File: config.mk
export PLATFORM = sky130hd
export DESIGN_NAME = ptp_time_counter
export DESIGN_NICKNAME = d
export VERILOG_FILES = /design/src/rtl/ptp_tc_pkg.sv /design/src/rtl/ptp_frac_accum.sv /design/src/rtl/ptp_ns_sec_adv.sv /design/src/rtl/ptp_time_counter.sv
export SDC_FILE = /design/constraint.sdc
export NUM_CORES = 1
export LEC_CHECK = 0
export BUFFER_PORTS_ARGS = -buffer_cell sky130_fd_sc_hd__buf_2
export CORE_AREA = 5 5 158 160
export CTS_CLUSTER_DIAMETER = 200
export DETAILED_ROUTE_END_ITERATION = 8
export DIE_AREA = 0 0 163 165
export PLACE_DENSITY = 0.82
export SLEW_MARGIN = 0
export SYNTH_ARGS = -nofsm -noshare
export SYNTH_HDL_FRONTEND = slang
export SYNTH_HIERARCHICAL = 1
export SYNTH_SLANG_ARGS = --single-unit
File: constraint.sdc
create_clock -name clk -period 9.7 [get_ports clk]
set_input_delay 0.97 -clock clk [delete_from_list [all_inputs] [get_ports clk]]
set_output_delay 0.97 -clock clk [all_outputs]
set_load 0.02 [all_outputs]
File: src/rtl/ptp_tc_pkg.sv
package ptp_tc_pkg;
  localparam int unsigned NS_PER_SEC = 1_000_000_000;

  typedef enum logic [1:0] {
    ADJ_NONE = 2'b00,
    ADJ_UP   = 2'b01,
    ADJ_DOWN = 2'b10
  } adj_e;
endpackage

File: src/rtl/ptp_frac_accum.sv
module ptp_frac_accum #(
  parameter int FRAC_W = 32
) (
  input  logic              clk,
  input  logic              rst,
  input  logic              rate_wr_i,
  input  logic [FRAC_W-1:0] rate_val_i,
  input  logic              rate_dir_i,
  input  logic              clr_i,
  output ptp_tc_pkg::adj_e  adj_o
);
  logic [FRAC_W-1:0] rate_q;
  logic              dir_q;
  logic [FRAC_W-1:0] frac_q;
  logic [FRAC_W:0]   sum_up;
  logic [FRAC_W-1:0] frac_nxt;
  logic              borrow;

  always_comb begin
    sum_up   = {1'b0, frac_q} + {1'b0, rate_q};
    borrow   = frac_q < rate_q;
    frac_nxt = dir_q ? sum_up[FRAC_W-1:0] : (frac_q - rate_q);
    if (dir_q && sum_up[FRAC_W])  adj_o = ptp_tc_pkg::ADJ_UP;
    else if (!dir_q && borrow)    adj_o = ptp_tc_pkg::ADJ_DOWN;
    else                          adj_o = ptp_tc_pkg::ADJ_NONE;
  end

  always_ff @(posedge clk) begin
    if (rst) begin
      rate_q <= '0;
      dir_q  <= 1'b0;
      frac_q <= '0;
    end else begin
      if (rate_wr_i) begin
        rate_q <= rate_val_i;
        dir_q  <= rate_dir_i;
      end
      if (clr_i) frac_q <= '0;
      else       frac_q <= frac_nxt;
    end
  end
endmodule

File: src/rtl/ptp_ns_sec_adv.sv
module ptp_ns_sec_adv #(
  parameter int SEC_W = 32,
  parameter int NS_W  = 30,
  parameter int STEP_W = 9
) (
  input  logic [SEC_W-1:0]  sec_i,
  input  logic [NS_W-1:0]   ns_i,
  input  logic [STEP_W-1:0] step_i,
  output logic [SEC_W-1:0]  sec_o,
  output logic [NS_W-1:0]   ns_o
);
  localparam logic [NS_W:0] LIMIT = (NS_W+1)'(ptp_tc_pkg::NS_PER_SEC);

  logic [NS_W:0] sum;
  logic [NS_W:0] wrapped;

  always_comb begin
    sum     = {1'b0, ns_i} + (NS_W+1)'(step_i);
    wrapped = sum - LIMIT;
    if (sum >= LIMIT) begin
      ns_o  = wrapped[NS_W-1:0];
      sec_o = sec_i + 1'b1;
    end else begin
      ns_o  = sum[NS_W-1:0];
      sec_o = sec_i;
    end
  end
endmodule

File: src/rtl/ptp_time_counter.sv
module ptp_time_counter #(
  parameter int SEC_W  = 32,
  parameter int NS_W   = 30,
  parameter int FRAC_W = 32,
  parameter int INC_W  = 8
) (
  input  logic              clk,
  input  logic              rst,
  input  logic [INC_W-1:0]  nom_inc_i,
  input  logic              rate_wr_i,
  input  logic [FRAC_W-1:0] rate_val_i,
  input  logic              rate_dir_i,
  input  logic              time_wr_i,
  input  logic [SEC_W-1:0]  wr_sec_i,
  input  logic [NS_W-1:0]   wr_ns_i,
  input  logic              snap_i,
  output logic [SEC_W-1:0]  sec_o,
  output logic [NS_W-1:0]   ns_o,
  output logic [SEC_W-1:0]  snap_sec_o,
  output logic [NS_W-1:0]   snap_ns_o
);
  localparam int STEP_W = INC_W + 1;
  localparam logic [NS_W-1:0] NS_MAX = NS_W'(ptp_tc_pkg::NS_PER_SEC - 1);

  ptp_tc_pkg::adj_e  adj;
  logic [STEP_W-1:0] step;
  logic [SEC_W-1:0]  sec_nxt;
  logic [NS_W-1:0]   ns_nxt;
  logic [NS_W-1:0]   ns_load;

  ptp_frac_accum #(.FRAC_W(FRAC_W)) u_frac (
    .clk        (clk),
    .rst        (rst),
    .rate_wr_i  (rate_wr_i),
    .rate_val_i (rate_val_i),
    .rate_dir_i (rate_dir_i),
    .clr_i      (time_wr_i),
    .adj_o      (adj)
  );

  always_comb begin
    unique case (adj)
      ptp_tc_pkg::ADJ_UP:   step = {1'b0, nom_inc_i} + 1'b1;
      ptp_tc_pkg::ADJ_DOWN: step = (nom_inc_i == '0) ? '0 : ({1'b0, nom_inc_i} - 1'b1);
      default:              step = {1'b0, nom_inc_i};
    endcase
  end

  ptp_ns_sec_adv #(.SEC_W(SEC_W), .NS_W(NS_W), .STEP_W(STEP_W)) u_adv (
    .sec_i  (sec_o),
    .ns_i   (ns_o),
    .step_i (step),
    .sec_o  (sec_nxt),
    .ns_o   (ns_nxt)
  );

  assign ns_load = (wr_ns_i > NS_MAX) ? NS_MAX : wr_ns_i;

  always_ff @(posedge clk) begin
    if (rst) begin
      sec_o      <= '0;
      ns_o       <= '0;
      snap_sec_o <= '0;
      snap_ns_o  <= '0;
    end else begin
      if (snap_i) begin
        snap_sec_o <= sec_o;
        snap_ns_o  <= ns_o;
      end
      if (time_wr_i) begin
        sec_o <= wr_sec_i;
        ns_o  <= ns_load;
      end else begin
        sec_o <= sec_nxt;
        ns_o  <= ns_nxt;
      end
    end
  end
endmodule

==> results of run 1 <==
[kinds of logic after synthesis]
group,share of synthesized area (%)
AO/OA/AOI/OAI,19.5
multiplexers,10.3
AND/OR/NAND/NOR,21.9
adder cells (fa/ha/maj),7.94
flip-flops,28.3
buffers and inverters,6.11
XOR/XNOR,6.03
[flip-flops by register name, indices dropped and copies added, names as in the netlist]
register and count:
sec_o 32, ns_o 30, u_frac/dir_q 1, snap_sec_o 32
u_frac/frac_q 32, snap_ns_o 30, u_frac/rate_q 32
[power by group through the flow]
| stage | Sequential [mW] | Combinational [mW] | Clock [mW] |
|---|---|---|---|
| 2_1_floorplan | 0.978 | 1.04 | 0 |
| 3_3_place_gp | 0.948 | 1.38 | 0 |
| 3_5_place_dp | 0.952 | 1.39 | 0 |
| 4_1_cts | 0.934 | 1.40 | 0.749 |
| 5_1_grt | 0.945 | 1.56 | 0.785 |
| 6_report | 0.934 | 1.42 | 0.737 |
[area by class of cell]
type                            count  area, um2  area share [%]
Clock inverter                     14        188            1.24
Multi-Input combinational cell   1252       8780            57.8
Sequential cell                   189       3780            24.9
Timing Repair Buffer              237       1210            7.97
Tap cell                          319        399            2.63
Inverter                          100        378            2.49
Clock buffer                       18        439            2.89
[cells in the mapped netlist (5+ instances only)]
cell	n	area, um2
o21a_1	11	82.6
nor4b_2	9	135
a21oi_1	85	425
clkbuf_1	61	229
xor2_1	47	412
or3b_2	7	61.3
nor2_1	265	995
o31a_1	9	78.8
a211oi_2	6	75.1
a211oi_1	18	135
a21boi_0	5	37.5
o31ai_1	17	128
xnor2_1	45	394
a311oi_1	21	184
and3_1	8	50.1
and2_1	5	31.3
o2111ai_1	5	43.8
nand2b_1	19	119
nor4_1	23	144
dfxtp_1	189	3780
nand4_1	19	119
mux2i_1	135	1350
o221ai_1	5	43.8
o211ai_1	18	135
nor3_1	38	190
inv_1	96	360
nand2_1	80	300
and4_1	6	52.6
nor3b_1	8	60.1
buf_2	14	70.1
o21ai_1	5	25.0
nand3_1	36	180
a21o_1	15	113
nor2b_1	14	87.6
buf_1	10	37.5
a31oi_1	11	68.8
or3_1	10	62.6
ha_1	80	1000
buf_6	8	90.1
o21ai_0	47	235
or2_2	9	56.3
o21bai_1	11	82.6
[per-stage QoR]
step                      util [%]  hold slack [ps]
final                         65.2              493
after detailed placement      62.5              476
after CTS                     65.2              497
after floorplan                  -              490
after global routing          65.2              518
after global placement        62.5              468
[worst reg2reg max path, delay by kind of cell (launching register included)]
| family | cells | cell delay, ps |
|---|---|---|
| buf+inv | 3 | 770 |
| compound gates | 15 | 4350 |
| flops | 1 | 370 |
| fa+ha+maj | 4 | 1620 |
| mux | 1 | 170 |
| xor+xnor | 2 | 530 |
| simple gates | 8 | 990 |
[how the worst max path moves through the flow]
stage / startpoint / end
2_1_floorplan: u_frac/frac_q[0] / ns_o[16]
6_report: u_frac/rate_q[9] / sec_o[11]
3_5_place_dp: u_frac/rate_q[9] / sec_o[14]
5_1_grt: u_frac/rate_q[9] / sec_o[25]
4_1_cts: u_frac/rate_q[9] / sec_o[11]
3_3_place_gp: u_frac/rate_q[9] / sec_o[15]
[layer usage]
metal,share of wire [%],up-vias
li1,-,6154
met1,42,6141
met2,47,598
met3,8.1,94
met4,2.6,8
met5,0.13,-
==> results.cfg, run 1 <==
[timing]
slew_viol_final = 0
worst_pin_slew_ps = 1070
period_share_pct = 91.9
setup-violations-final = 0
fmax_mhz = 112
hold_viol = 0
layout_min_cycle_time_ps = 8920
tns_ps = 0
rsz0062_at_grt = no
setup_ws_ps = 782
fin_skew_ps = 18.5
slew_headroom_pct = 28.8

[worst_setup_path]
critPathMaxStageDelay_ps = 560
crit_buf_inv = 3
reg2reg_slack_ps = 780
path_delay_family = compound AO/OA/AOI/OAI gates
crit_required_ps = 10000
end_kind = register
worst_setup_path_start_kind = register
slowest_stage = a21oi_4
critPathMaxFanout = 26
rr_worst_depth = 33
r2r-end = sec_o[11]
arrival_ps = 9220
timing.rr.start = u_frac/rate_q[9]
cp_num_cells = 33
worst_path_most_repeated_cell = ha_1
crit_type = register to register

[clock_network]
cts_resized = 0
cts-root-buf = clkbuf_16
clkSinkCount = 189
path_clk_slew_ps = 80
numCtsBuffers = 17
cts_hold_buffers = 0
clockBufferDepth = 2
cts_tree = built
clk_latency_ps = 450
cts_setup_buffers = 0
htree_levels = 4

[grt]
use_met1_pct = 36.1
gr-total-overflow = 0
grt.total_usage_pct = 28.3
antenna_found_initial = 4
use_met3_pct = 6.89
grt_pass1_wl_um = 62700
grt_pass1_vias = 12500
busiest_layer = met2
met2_usage_pct = 46.9
grt_start_max_net_pins = 94

[die]
ioPinCount = 232
die_area_um2 = 26900
die_y_um = 165
die_x_um = 163
initial_core_util_pct = 57.5
coreArea_um2 = 23300
rows = 56

[drt]
ant_nets = 0
drc_errors = 0
drt_first_pass_iters = 7
avgRoutedWirePerCell_um = 18.2
routed_wl_um = 38800
drt_iter0_markers = 1046
dr_total_vias = 13000
vias_per_cell = 6.10

[worst_hold_path]
hold_path_depth = 2
min_from = snap_ns_o[16]
hp-class = register to register
hold-path-endpoint = snap_ns_o[16]

[yosys]
synth_seq_area_share_pct = 28.3
ys_warn_count = 6
synth_cells = 1636
avgSynthCellArea_um2 = 8.17
synth-edff-count = 0
syn_nets = 1827
ys_seq_elements = 189
async_flop_share_pct = 0
yosysUniqueCellTypes = 106
synthesis.area_um2 = 13400
ys.flop_type = dfxtp_1

[layout]
layout_common_cells = nor2_1, buf_2, dfxtp_1
mostFrequentLayoutCell = nor2_1
nNetsFinal = 1988
layout.cells.non_filler = 2129
syn2layout_area_growth_pct = 13.5
fin_area_um2 = 15200
diodes = 0
fill_cells = 1971
drive_gt1_share_pct = 19.1

[power]
comb_power_share_pct = 45.9
pwr-share-seq_pct = 30.2
p_clk_share_pct = 23.8
leakage_nw = 6.91
power.total_mw = 3.09
peakVddDrop_mv = 0.100
cellPowerDensity_nw_per_um2 = 204
p_sw_mw = 1.32
intPower_mw = 1.77
swShare_pct = 42.6

[placed_design]
portBuffers = 231
dp_slack_ps = 966
routabilityCongestion = 0.955
place_hpwl_um = 28900
place_area_um2 = 14500
dp.cells = 2097

[outcome]
status = completed

[job]
max_cap_viol_count = 0
Note: power is estimated with default switching activity, not from simulation.
==> run 2, diff against run 1 <==
--- a/config.mk
+++ b/config.mk
@@ -6,11 +6,11 @@
 export NUM_CORES = 1
 export LEC_CHECK = 0
 export BUFFER_PORTS_ARGS = -buffer_cell sky130_fd_sc_hd__buf_2
-export CORE_AREA = 5 5 158 160
+export CORE_AREA = 5 5 162 164
 export CTS_CLUSTER_DIAMETER = 200
 export DETAILED_ROUTE_END_ITERATION = 8
-export DIE_AREA = 0 0 163 165
-export PLACE_DENSITY = 0.82
+export DIE_AREA = 0 0 167 169
+export PLACE_DENSITY = 0.78
 export SLEW_MARGIN = 0
 export SYNTH_ARGS = -nofsm -noshare
 export SYNTH_HDL_FRONTEND = slang
==> run 2 against run 1 <==
  * Global-route usage down 1.6 points
  * Combinational power about the same
  * Wire length is 1.1% higher
  * Maximum frequency grew 2.3%
  * Worst setup slack improved by 200 ps
  * Non-clock buffer count grew 1
  * Clock power barely moved
  * Core utilization fell by 3.9 points
  * First-iteration DRC count barely moved
  * Power grew 0.49%
  * Sequential share of layout area is essentially flat
  * Via count down 1.4%
  * Largest cell class unchanged
  * Largest power group unchanged
==> results.cfg, run 2 (synthesis results as in run 1) <==
[timing]
tns_ps = 0
layout_min_cycle_time_ps = 8720
rsz0062_at_grt = no
slew_headroom_pct = 25.1
fmax_mhz = 115
holdWs_ps = 494
hold_viol = 0
worst_pin_slew_ps = 1120
fin_skew_ps = 27.4
setup_ws_ps = 983
setup-violations-final = 0
period_share_pct = 89.9
slew_viol_final = 0

[clock_network]
cts-root-buf = clkbuf_16
htree_levels = 4
clkSinkCount = 189
clockBufferDepth = 2
clk_latency_ps = 460
numCtsBuffers = 17
cts_tree = built
cts_setup_buffers = 0
path_clk_slew_ps = 80
cts_hold_buffers = 0
cts_resized = 0

[worst_setup_path]
arrival_ps = 9070
timing.rr.start = u_frac/rate_q[0]
slowest_stage = o311ai_1
critPathMaxStageDelay_ps = 570
r2r-end = ns_o[24]
crit_required_ps = 10060
reg2reg_slack_ps = 980
worst_setup_path_start_kind = register
critPathMaxFanout = 35
end_kind = register
crit_type = register to register
rr_worst_depth = 34

[layout]
layout_common_cells = nor2_1, buf_2, dfxtp_1
fill_cells = 2207
nNetsFinal = 1989
multi_input_area_um2 = 8780
drive_gt1_share_pct = 19.1
syn2layout_area_growth_pct = 13.6
layout.cells.non_filler = 2142
mostFrequentLayoutCell = nor2_1
register_area_um2 = 3780

[power]
p_clk_share_pct = 23.8
cellPowerDensity_nw_per_um2 = 205
peakVddDrop_mv = 0.125
comb_power_share_pct = 46.1
pwr-share-seq_pct = 30.1
leakage_nw = 6.91
power.total_mw = 3.11
intPower_mw = 1.79
p_sw_mw = 1.32
swShare_pct = 42.5

[grt]
antenna_found_initial = 3
grt.total_usage_pct = 26.6
grt_start_max_net_pins = 92
grt_pass1_wl_um = 63100
grt_pass1_vias = 12500
gr-total-overflow = 0

[die]
coreArea_um2 = 24700
die_y_um = 169
initial_core_util_pct = 54.0
ioPinCount = 232
die_x_um = 167
rows = 58
die_area_um2 = 28200

[drt]
drt_first_pass_iters = 5
avgRoutedWirePerCell_um = 18.3
drt_iter0_markers = 1047
ant_nets = 0
vias_per_cell = 5.98
dr_total_vias = 12800
drc_errors = 0
routed_wl_um = 39200

[placed_design]
routabilityCongestion = 0.951
portBuffers = 231
dp_slack_ps = 1210
dp.cells = 2109
place_hpwl_um = 29400

[worst_hold_path]
min_from = snap_sec_o[24]
hold-path-endpoint = snap_sec_o[24]
hold_path_depth = 2
hp-class = register to register

[outcome]
status = completed

[job]
max_cap_viol_count = 0
run 2: cell types whose count changed in the layout (fill, tap and decap cells not counted), sizes merged:
cell,change
clkinv,-2
buf,+1
bufinv,+1
diode,+1
inv,+1
run 2: final cells by class:
cell class	count	share of cell area, %
multi-input cells	1252	57.8
flip-flops and latches	189	24.9
clock buffers	18	2.83
repair buffers	238	8.01
clock inverters	14	1.24
diodes	1	0.0165
inverters	100	2.49
well taps	330	2.72
run 2: worst max-delay path: cells and delay by family (launching register included):
kind	cells	cell delay (ps)
adders and majority gates	5	1680
and+or+nand+nor	12	1770
buffers and inverters	3	800
DFF	1	330
xor gates and xnor gates	2	520
AOI/OAI and AO/OA	12	3490
run 2: per-stage QoR:
stage / instance area, um2 / utilization [%]
floorplan: 13400 / -
global placement: 14600 / 58.9
detailed placement: 14600 / 58.9
CTS: 15200 / 61.4
global route: 15200 / 61.4
finish: 15200 / 61.4
run 2: how the worst max path moves through the flow:
stage | from | end | slack, ps | cells after the start
3_5_place_dp | u_frac/rate_q[0] | ns_o[24] | 1210 | 34
4_1_cts | u_frac/rate_q[0] | ns_o[24] | 1130 | 34
3_3_place_gp | u_frac/rate_q[0] | ns_o[24] | 1480 | 34
6_report | u_frac/rate_q[0] | ns_o[24] | 980 | 34
5_1_grt | u_frac/rate_q[0] | ns_o[24] | 270 | 35
2_1_floorplan | u_frac/frac_q[0] | ns_o[16] | 2550 | 39
run 2: power groups by stage:
stage | sequential, mW | clock, mW | combinational (mW)
floorplan | 0.978 | 0 | 1.04
global placement | 0.951 | 0 | 1.39
detailed placement | 0.953 | 0 | 1.40
CTS | 0.936 | 0.757 | 1.41
global route | 0.948 | 0.790 | 1.56
finish | 0.935 | 0.739 | 1.43
run 2: per-layer routing:
metal	GRT usage (%)	vias up	wire, um
met3	6.61	95	3380
met4	10.0	4	1200
met1	33.5	6018	16500
met2	44.3	551	18100
li1	-	6145	-
met5	0	-	26
==> run 3, diff against run 2 <==
--- a/config.mk
+++ b/config.mk
@@ -6,11 +6,11 @@
 export NUM_CORES = 1
 export LEC_CHECK = 0
 export BUFFER_PORTS_ARGS = -buffer_cell sky130_fd_sc_hd__buf_2
-export CORE_AREA = 5 5 162 164
+export CORE_AREA = 5 5 165 167
 export CTS_CLUSTER_DIAMETER = 200
 export DETAILED_ROUTE_END_ITERATION = 8
-export DIE_AREA = 0 0 167 169
-export PLACE_DENSITY = 0.78
+export DIE_AREA = 0 0 170 172
+export PLACE_DENSITY = 0.76
 export SLEW_MARGIN = 0
 export SYNTH_ARGS = -nofsm -noshare
 export SYNTH_HDL_FRONTEND = slang
==> run 3 against run 2 <==
  * Sequential power about the same
  * Combinational power is essentially flat
  * Power is 0.19% higher
  * Maximum frequency down 2.6%
  * Core utilization shrank 2.1 points
  * Sequential share of layout area about the same
  * Clock power is 0.8% higher
  * Wire length rose by 1.6%
  * Count of clock-buffer cells in the layout fell by 1
  * Critical path depth decreased by 2
  * Cell count up 0.14%
  * Largest cell class unchanged
  * Largest power group unchanged
  * Highest routed layer unchanged
==> results.cfg, run 3 (synthesis results as in run 1) <==
[outcome]
status = completed

[clock_network]
cts-root-buf = clkbuf_16
path_clk_slew_ps = 80
htree_levels = 4
cts_setup_buffers = 0
clockBufferDepth = 2
clk_latency_ps = 460
cts_tree = built
cts_resized = 0
clkSinkCount = 189
cts_hold_buffers = 0
numCtsBuffers = 17

[placed_design]
dp_slack_ps = 934
routabilityCongestion = 0.956
portBuffers = 231
place_area_um2 = 14600
dp.cells = 2113
place_hpwl_um = 29600

[layout]
mostFrequentLayoutCell = nor2_1
fin_area_um2 = 15200
syn2layout_area_growth_pct = 13.6
drive_gt1_share_pct = 19.1
diodes = 0
multi_input_area_um2 = 8780
final_core_util_pct = 59.3
nNetsFinal = 1988
layout_common_cells = nor2_1, buf_2, dfxtp_1
register_area_um2 = 3780
fill_cells = 2329
layout.cells.non_filler = 2145

[drt]
avgRoutedWirePerCell_um = 18.6
vias_per_cell = 5.97
drc_errors = 0
ant_nets = 0
dr_total_vias = 12800
drt_first_pass_iters = 6
routed_wl_um = 39800
drt_iter0_markers = 964

[timing]
hold_viol = 0
period_share_pct = 92.2
worst_pin_slew_ps = 1120
tns_ps = 0
setup_ws_ps = 753
fin_skew_ps = 25.0
setup-violations-final = 0
fmax_mhz = 112
rsz0062_at_grt = no
slew_viol_final = 0
layout_min_cycle_time_ps = 8950
slew_headroom_pct = 25.6
holdWs_ps = 493

[power]
peakVddDrop_mv = 0.120
p_sw_mw = 1.34
swShare_pct = 43.1
intPower_mw = 1.77
power.total_mw = 3.11
pwr-share-seq_pct = 30.1
leakage_nw = 6.91
cellPowerDensity_nw_per_um2 = 205
p_clk_share_pct = 24.0
comb_power_share_pct = 45.9

[die]
die_area_um2 = 29200
initial_core_util_pct = 52.2
die_x_um = 170
die_y_um = 172
coreArea_um2 = 25600
rows = 59
ioPinCount = 232

[worst_setup_path]
slowest_stage = a2111oi_0
path_delay_family = compound AO/OA/AOI/OAI gates
end_kind = register
crit_type = register to register
crit_start = u_frac/rate_q[9]
worst_setup_path_start_kind = register
timing.rr.start = u_frac/rate_q[9]
crit_required_ps = 10010
crit_buf_inv = 3
worst_path_most_repeated_cell = ha_1
critPathMaxStageDelay_ps = 580
arrival_ps = 9260
critPathMaxFanout = 36

[grt]
gr-total-overflow = 0
antenna_found_initial = 2
grt_pass1_wl_um = 63700
grt.total_usage_pct = 26.5
grt_pass1_vias = 12400
grt_start_max_net_pins = 90

[worst_hold_path]
hp-class = register to register
min_from = snap_sec_o[24]

[job]
max_cap_viol_count = 0
==> run 3: per-layer routing <==
layer  share of wire [%]  wire [um]  track usage [%]  up-vias
li1                    -          -                -     6146
met1                  43      17000             33.5     6015
met2                  47      18700             44.4      551
met3                 7.9       3140             6.52       83
met4                 2.4        959             8.78        4
met5               0.063         25                0        -
==> run 3: power by group through the flow <==
stage	Combinational [mW]	Sequential, mW	Clock, mW
global route	1.56	0.949	0.800
CTS	1.41	0.937	0.764
floorplan	1.04	0.978	0
global placement	1.39	0.950	0
detailed placement	1.40	0.954	0
finish	1.43	0.937	0.745
==> run 3: worst reg2reg max path: cells and delay by family, from the launching register on <==
kind                     cells  cell delay (ps)
AND/OR/NAND/NOR              7              870
buffers and inverters        3              790
multiplexers                 2              530
adder cells (fa/ha/maj)      4             1600
XOR/XNOR                     1              340
flip-flops                   1              370
AO/OA/AOI/OAI               15             4320
==> run 3: path summary, 6_finish.rpt <==
check	endpoint	slack, ps	cells after the start
max	sec_o[1]	750	32
min	snap_sec_o[24]	490	2
max reg2reg	sec_o[1]	750	32
min reg2reg	snap_sec_o[24]	490	2
==> run 3: final cells by class <==
cell class,count,share of cell area [%]
Tap cell,335,2.76
Clock inverter,15,1.30
Multi-Input combinational cell,1252,57.8
Inverter,100,2.49
Timing Repair Buffer,237,7.96
Clock buffer,17,2.80
Sequential cell,189,24.9
